**src/rtl/intc_pkg.sv**
```systemverilog
package intc_pkg;

    localparam int NSRC  = 32;
    localparam int DW    = 32;
    localparam int AW    = 3;

    typedef enum logic [AW-1:0] {
        W_STATUS = 3'd0,
        W_PEND   = 3'd1,
        W_ENABLE = 3'd2,
        W_ACK    = 3'd3,
        W_SETEN  = 3'd4,
        W_CLREN  = 3'd5,
        W_VEC    = 3'd6,
        W_MASTER = 3'd7
    } word_e;

    typedef struct packed {
        logic hw_capture;
        logic out_en;
    } master_t;

    function automatic logic [DW-1:0] vec_word(input logic found, input logic [DW-1:0] idx);
        return found ? idx : {DW{1'b1}};
    endfunction

endpackage

```
**src/rtl/intc_capture.sv**
```systemverilog
module intc_capture #(
    parameter int                 N         = 32,
    parameter logic [N-1:0]       EDGE_MASK = '0
) (
    input  logic         clk,
    input  logic         rst,
    input  logic [N-1:0] src,
    output logic [N-1:0] set_vec
);
    logic [N-1:0] src_q;

    always_ff @(posedge clk) src_q <= src;

    generate
        for (genvar g = 0; g < N; g++) begin : g_src
            if (EDGE_MASK[g]) begin : g_edge
                assign set_vec[g] = src[g] & ~src_q[g];
            end else begin : g_level
                assign set_vec[g] = src[g];
            end
        end
    endgenerate

    // an edge-type request needs a low input in the previous cycle
    a_r9_edge_rising: assert property (@(posedge clk) disable iff (rst)
        ((set_vec & EDGE_MASK & $past(src)) == '0));
endmodule

```
**src/rtl/intc_prio.sv**
```systemverilog
module intc_prio #(
    parameter int N  = 32,
    parameter int IW = $clog2(N)
) (
    input  logic          clk,
    input  logic          rst,
    input  logic [N-1:0]  pend,
    output logic          found,
    output logic [IW-1:0] idx
);
    always_comb begin
        found = 1'b0;
        idx   = '0;
        for (int i = N-1; i >= 0; i--) begin
            if (pend[i]) begin
                found = 1'b1;
                idx   = IW'(i);
            end
        end
    end

    // reported source is pending and nothing below it is
    a_r6_lowest: assert property (@(posedge clk) disable iff (rst)
        (pend != '0) |-> (pend[idx] && ((pend & ((N'(1) << idx) - N'(1))) == '0)));
    a_r6_none: assert property (@(posedge clk) disable iff (rst)
        (pend == '0) |-> !found);
endmodule

```
**src/rtl/intc_regs.sv**
```systemverilog
module intc_regs
    import intc_pkg::*;
#(
    parameter int N = 32
) (
    input  logic            clk,
    input  logic            rst,
    input  logic [AW-1:0]   addr,
    input  logic            wr,
    input  logic [DW-1:0]   wdata,
    input  logic [N-1:0]    cap_set,
    input  logic [DW-1:0]   vec_rd,
    output logic [DW-1:0]   rdata,
    output logic [N-1:0]    pend,
    output master_t         master
);
    logic [N-1:0] status, enable;
    logic [N-1:0] status_nx, enable_nx;
    master_t      master_nx;
    word_e        w;

    assign w    = word_e'(addr);
    assign pend = status & enable;

    always_comb begin
        status_nx = status;
        enable_nx = enable;
        master_nx = master;
        if (wr) begin
            unique case (w)
                W_STATUS: if (!master.hw_capture) status_nx = wdata[N-1:0];
                W_ENABLE: enable_nx = wdata[N-1:0];
                W_SETEN:  enable_nx = enable | wdata[N-1:0];
                W_CLREN:  enable_nx = enable & ~wdata[N-1:0];
                W_MASTER: master_nx = master_t'(wdata[1:0]);
                default:  ;
            endcase
        end
        if (master.hw_capture) status_nx = status_nx | cap_set;
        if (wr && w == W_ACK)  status_nx = status_nx & ~wdata[N-1:0];
    end

    always_ff @(posedge clk) begin
        if (rst) begin
            status <= '0;
            enable <= '0;
            master <= '0;
        end else begin
            status <= status_nx;
            enable <= enable_nx;
            master <= master_nx;
        end
    end

    always_comb begin
        unique case (w)
            W_STATUS: rdata = DW'(status);
            W_PEND:   rdata = DW'(pend);
            W_ENABLE: rdata = DW'(enable);
            W_VEC:    rdata = vec_rd;
            W_MASTER: rdata = DW'(master);
            default:  rdata = '0;
        endcase
    end

    // a status write under hardware capture adds nothing beyond captured bits
    a_r3_sw_blocked: assert property (@(posedge clk) disable iff (rst)
        (master.hw_capture && wr && w == W_STATUS) |=>
        ((status & ~$past(status) & ~$past(cap_set)) == '0));
    // clear-enable leaves none of the masked bits set
    a_r5_clr_enable: assert property (@(posedge clk) disable iff (rst)
        (wr && w == W_CLREN) |=> ((enable & $past(wdata[N-1:0])) == '0));
    // acknowledged bits are clear after the edge
    a_r10_ack_clears: assert property (@(posedge clk) disable iff (rst)
        (wr && w == W_ACK) |=> ((status & $past(wdata[N-1:0])) == '0));
    // with capture on and no acknowledge, captured bits are present next cycle
    a_r8_capture: assert property (@(posedge clk) disable iff (rst)
        (master.hw_capture && !(wr && w == W_ACK)) |=>
        ((status & $past(cap_set)) == $past(cap_set)));
endmodule

```
**src/rtl/intc_vectored.sv**
```systemverilog
module intc_vectored
    import intc_pkg::*;
#(
    parameter logic [NSRC-1:0] EDGE_MASK = 32'hFFFF_0000
) (
    input  logic            clk,
    input  logic            rst,
    input  logic [AW-1:0]   bus_addr,
    input  logic            bus_wr,
    input  logic [DW-1:0]   bus_wdata,
    output logic [DW-1:0]   bus_rdata,
    input  logic [NSRC-1:0] irq_src,
    output logic            irq_out
);
    localparam int IW = $clog2(NSRC);

    logic [NSRC-1:0] cap_set, pend;
    logic            found;
    logic [IW-1:0]   idx;
    master_t         master;

    intc_capture #(.N(NSRC), .EDGE_MASK(EDGE_MASK)) u_cap (
        .clk(clk), .rst(rst), .src(irq_src), .set_vec(cap_set));

    intc_prio #(.N(NSRC), .IW(IW)) u_prio (
        .clk(clk), .rst(rst), .pend(pend), .found(found), .idx(idx));

    intc_regs #(.N(NSRC)) u_regs (
        .clk(clk), .rst(rst), .addr(bus_addr), .wr(bus_wr), .wdata(bus_wdata),
        .cap_set(cap_set), .vec_rd(vec_word(found, DW'(idx))),
        .rdata(bus_rdata), .pend(pend), .master(master));

    assign irq_out = master.out_en & found;

    // request only when output enabled and something pending
    a_r7_irq_gate: assert property (@(posedge clk) disable iff (rst)
        irq_out |-> (master.out_en && pend != '0));
    // master upper bits never read back set
    a_r2_master_bits: assert property (@(posedge clk) disable iff (rst)
        (bus_addr == 3'd7) |-> (bus_rdata[DW-1:2] == '0));
endmodule

```
**config.mk**
```make
export PLATFORM = sky130hd
export DESIGN_NAME = intc_vectored
export DESIGN_NICKNAME = d
export VERILOG_FILES = /design/src/rtl/intc_pkg.sv /design/src/rtl/intc_capture.sv /design/src/rtl/intc_prio.sv /design/src/rtl/intc_regs.sv /design/src/rtl/intc_vectored.sv
export SDC_FILE = /design/constraint.sdc
export NUM_CORES = 1
export LEC_CHECK = 0
export ABC_AREA = 1
export ABC_CLOCK_PERIOD_IN_PS = 3000
export CORE_MARGIN = 2
export CORE_UTILIZATION = 51
export DETAILED_ROUTE_END_ITERATION = 8
export PLACE_DENSITY = 0.79
export SKIP_CTS_REPAIR_TIMING = 1
export SLEW_MARGIN = 25
export SYNTH_ARGS = -nofsm -noshare
export SYNTH_HDL_FRONTEND = slang
export SYNTH_SLANG_ARGS = --single-unit
```
**constraint.sdc**
```tcl
create_clock -name clk -period 3 [get_ports clk]
set_input_delay 0.6 -clock clk [delete_from_list [all_inputs] [get_ports clk]]
set_output_delay 0.6 -clock clk [all_outputs]
set_load 0.02 [all_outputs]
```
# After elaboration in Yosys (flattened, before gate mapping)
# Cells that the tools add are included.
[word_totals]
register_bits = 98
input_bits = 70
elab_cells = 128
[op_classes]
n_eq_ne = 7
muxes = 72
n_bitwise = 39
reduce_logical = 5
[op_table]
columns = ["op", "count"]
rows = [
  ["$mux 32", 6],
  ["$mux 5", 32],
  ["$pmux 32 s5", 1],
  ["$and 32x32->32", 3],
  ["$pmux 32 s3", 1],
  ["$or 32x32->32", 2],
  ["$mux 1", 32],
  ["$not 32->32", 1],
  ["$and 1x1->1", 17],
  ["$not 1->1", 16],
  ["$eq 3x3->1 const B", 4],
  ["$eq 3x2->1 const B", 2],
  ["$reduce_and 2->1", 2],
  ["$eq 3x1->1 const B", 1],
  ["$logic_not 3->1", 1],
  ["$reduce_bool 3->1", 1],
  ["$logic_and 1x1->1", 1],
]

# Logic depth before layout (Yosys ltp)
[depth]
word_depth = 35
ltp_mapped = 34
depth_no_buf = 34

# Cells and area by module
# A second synthesis with hierarchy kept.
[unflattened]
hier_cells = 988
area_unflattened_um2 = 5632.9
[by_module_without_submodules]
columns = ["mod", "instances", "cells_each", "area_per_inst_um2", "seq_area_each_um2"]
rows = [
  ["intc_regs", 1, 804, 4540.6, 1321.3],
  ["intc_capture", 1, 64, 600.6, 320.3],
  ["intc_prio", 1, 107, 442.9, 0.0],
  ["intc_vectored", 1, 13, 48.8, 0.0],
]

# Worst setup path after synthesis
# Ideal clock, no wire load.
[synth_path]
path_kind = "flip-flop to output port"
from = "register u_regs.status[31]"
to = "output port bus_rdata[0]"
arrival_time_ns = 1.920
required_ns = 2.400
slack_ns = 0.480
stages_incl_launch_ff = 35
n_path_buf = 0
cell_sequence = "dfxtp_1 > nand2_2 > inv_2 > nand2_1 > nand2_1 > nand2_1 > nand2_1 > nand2_1 > nand2_1 > nand2_1 > nand2_1 > nand2_1 > nand2_1 > nand2_1 > nand2_1 > nand2_1 > nand2_1 > nand2_1 > nand2_1 > nand2_1 > nand2_1 > nand2_1 > nand2_1 > nand2_1 > nand2_1 > nand2_1 > nand2_1 > nand2_1 > nand2_1 > nand2_1 > nand2_1 > nand2_1 > nand2_1 > nand2_1 > nand2_1"
[synth_via]
elab_chain_len = 35
word_cells_on_any_way = 67
classes_between = "66 x mux; 1 x bitwise"
[synth_lines]
columns = ["item", "line_no", "text"]
rows = [
  ["start, declared", "intc_regs.sv:17", "logic [N-1:0] status, enable;"],
  ["start signal, assigned", "intc_regs.sv:49", "status <= status_nx;"],
  ["$and 32x32->32 *", "intc_regs.sv:23", "assign pend = status & enable;"],
  ["$mux 5 or $mux 1 (tied branches) (32 in series)", "intc_prio.sv:15", "if (pend[i]) begin"],
  ["$mux 32 *", "intc_pkg.sv:24", "return found ? idx : {DW{1'b1}};"],
  ["$pmux 32 s5 *", "intc_regs.sv:56", "unique case (w)"],
  ["end, declared", "intc_vectored.sv:11", "output logic [DW-1:0] bus_rdata,"],
]
# Mark *: on every way between the ends. The rest lies on a longest branch, timed or not.

# Final worst setup path
# Ends and elaborated chain as after synthesis.

==> impl_metrics.py <==
metrics = {
    "floorplanning": {
        "ios": 103,
        "die_area_um2": 9820,
        "initial_core_util_pct": 52.6,
        "die_w_um": 99.1,
        "core-area_um2": 8760,
        "die_y_um": 99.1,
        "row_count": 34,
    },
    "sta": {
        "fmax_ghz": 0.305,
        "worstMarginPinSlew_ps": 793,
        "fin_skew_ps": 15.8,
        "fin_crit_ps": 3270,
        "hold_viol": 0,
        "setup-violations-final": 2,
        "min_period_over_period_pct": 109,
        "setup_ws_ps": -274,
        "whs_ps": 484,
        "grt_setup_unrepaired": "yes",
        "timing.setup.tns_ps": -528,
        "drv_slew": 0,
        "slew_headroom_pct": 47.0,
    },
    "logic_synthesis": {
        "async_reset_ff_share_pct": 0,
        "yosysWarnings": 0,
        "netlist-cell-type-count": 29,
        "synthFlopType": "dfxtp_1",
        "synth_top_cell_by_area": "dfxtp_1",
        "synthDominantCellAreaShare_pct": 35.6,
        "synth_area_per_cell_um2": 6.84,
        "synth-seq-area-share_pct": 35.6,
        "synthCells": 674,
        "syn_area_um2": 4610,
        "synth.top_cells.by_area": "dfxtp_1 36%, nand2_1 15%, nand3_1 7.4%",
        "synth_edf_count": 0,
        "synth.ff_latch_count": 82,
        "synth_nets": 744,
    },
    "placed_design": {
        "dp_hpwl_um": 10800,
        "io_buffers": 102,
        "place.gp.congestion": 0.893,
    },
    "critical_path": {
        "path_delay_family": "simple AND/OR/NAND/NOR gates",
        "worstSetupEndpointType": "output pin",
        "crit_slowest_cell": "dfxtp_2",
        "worst_path_most_repeated_cell": "nand2_1",
        "cp.arrival_ps": 2670,
        "path_buf_inv": 2,
        "required_ps": 2400,
        "crit_type": "reg -> out",
        "start_kind": "flip-flop",
        "cp_max_fo": 3,
        "cpPeakStageDelay_ps": 350,
    },
    "clock_tree": {
        "clk_latency_ps": 370,
        "cts_tree": "done",
        "clockBufferDepth": 2,
        "htree_levels": 3,
        "clk_pin_slew_worst_paths_ps": 100,
        "cts_made_buffers": 9,
        "clock_sinks": 82,
        "cts_root_buf": "clkbuf_8",
    },
    "route": {
        "viasPerCell": 5.97,
        "dr.pass1.iters": 5,
        "met2WireLength_um": 7910,
        "ant_nets": 0,
        "drc": 0,
        "top_layer": "met4",
        "wl_met3_um": 1330,
        "met1Wirelength_um": 6450,
        "drt_iter0_drc": 402,
        "routedWlPerCell_um": 16.9,
        "drt-total-wl_um": 16000,
        "vias": 5664,
    },
    "final_layout": {
        "layout_common_cells": "181 x nand2_1, 89 x buf_4, 77 x dfxtp_1, 68 x nand3_1, 68 x clkdlybuf4s50_1",
        "n_antenna_cell": 0,
        "syn_to_final_growth_pct": 44.5,
        "drive_gt1_share_pct": 19.9,
        "nNetsFinal": 905,
        "final_common_cell": "nand2_1",
        "nFillCells": 673,
        "final_util_pct": 76.1,
    },
    "global_routing": {
        "antenna_found_initial": 0,
        "grt_pass1_wl_um": 25300,
        "grt_usage_pct": 31.8,
        "global_route.overflow_total": 0,
        "grt_max_degree": 41,
        "grt_pass1_vias": 5374,
    },
    "power_and_ir_drop": {
        "ir_worst_vdd_v": 0.000353,
        "p_per_area_nw_per_um2": 377,
        "p_leak_uw": 0.00336,
    },
    "run_status": {
        "violations": "setup timing",
        "outcome": "complete, but fails checks",
    },
    "flow_run": {
        "drv_cap": 0,
    },
    "worst_hold_path": {
        "min_path_type": "reg -> reg",
    },
}
[worst min-delay path: cells and delay by family, from the launching register on]
family           cells  cell delay, ps
AO/OA/AOI/OAI        1              50
flip-flops           1             330
AND/OR/NAND/NOR      1              60
[sequential cells by signal (all words and copies together) (netlist names)]
name and flops:
u_regs.enable 32, u_cap.src_q 16, u_regs.master 2, u_regs.status 32
[kinds of logic after synthesis]
logic type / count (synthesis) / share of synthesized area, %
AND/OR/NAND/NOR: 304 / 29.1
flip-flops: 82 / 35.6
buffers and inverters: 101 / 8.36
AO/OA/AOI/OAI: 187 / 26.9
[through the flow]
stage	std cells	total power (uW)	worst slack [ps]	instance area [um2]
finish	948	2510	-274	6670
global route	948	2600	-511	6670
CTS	946	2510	-750	6560
detailed placement	930	1690	-377	6360
global placement	930	1680	-346	6360
floorplan	674	1410	480	4610
[metal layers]
metal / vias up / global-route usage (%)
li1: 2684 / -
met1: 2640 / 39.8
met2: 306 / 55.8
met3: 34 / 4.57
met4: 0 / 11.7
met5: - / 0
[synth_stat cells (4+ instances only)]
| cell | n |
|---|---|
| a22oi_1 | 14 |
| inv_1 | 46 |
| inv_2 | 8 |
| o221ai_1 | 5 |
| nand4_1 | 7 |
| o21ai_1 | 10 |
| nand3_1 | 68 |
| nand2_2 | 8 |
| nor3_1 | 4 |
| nand2_4 | 7 |
| a211o_1 | 11 |
| nor2_1 | 19 |
| o21ai_0 | 38 |
| o211ai_1 | 8 |
| o2111ai_1 | 27 |
| clkbuf_1 | 42 |
| buf_2 | 4 |
| a21oi_1 | 52 |
| dfxtp_1 | 82 |
| nand2_1 | 187 |
| a221o_1 | 14 |
[power breakdown]
| group | leakage, uW | switching [uW] | total (uW) | internal, uW |
|---|---|---|---|---|
| clock network | 0.0000975 | 445 | 839 | 394 |
| logic | 0.00259 | 268 | 505 | 238 |
| registers | 0.000674 | 32.7 | 1170 | 1130 |
[path summary, 6_finish.rpt]
kind                      from                end  slack, ps  cells after the start
max          u_regs.status[31]       bus_rdata[0]       -270                     35
min          u_regs.enable[15]  u_regs.enable[15]        480                      2
max reg2reg   u_regs.master[1]  u_regs.status[17]        870                      8
min reg2reg  u_regs.enable[15]  u_regs.enable[15]        480                      2
[layout make-up]
cell class | instances | area, um2 | area share (%)
tap | 108 | 135 | 2.03
clock inverter | 6 | 72.6 | 1.09
sequential | 82 | 1650 | 24.7
inverter | 55 | 208 | 3.12
clock buffer | 10 | 128 | 1.91
multi-input combinational | 491 | 2660 | 40.0
timing repair buffer | 196 | 1810 | 27.2
No activity file was read; power rests on OpenSTA's default activity.
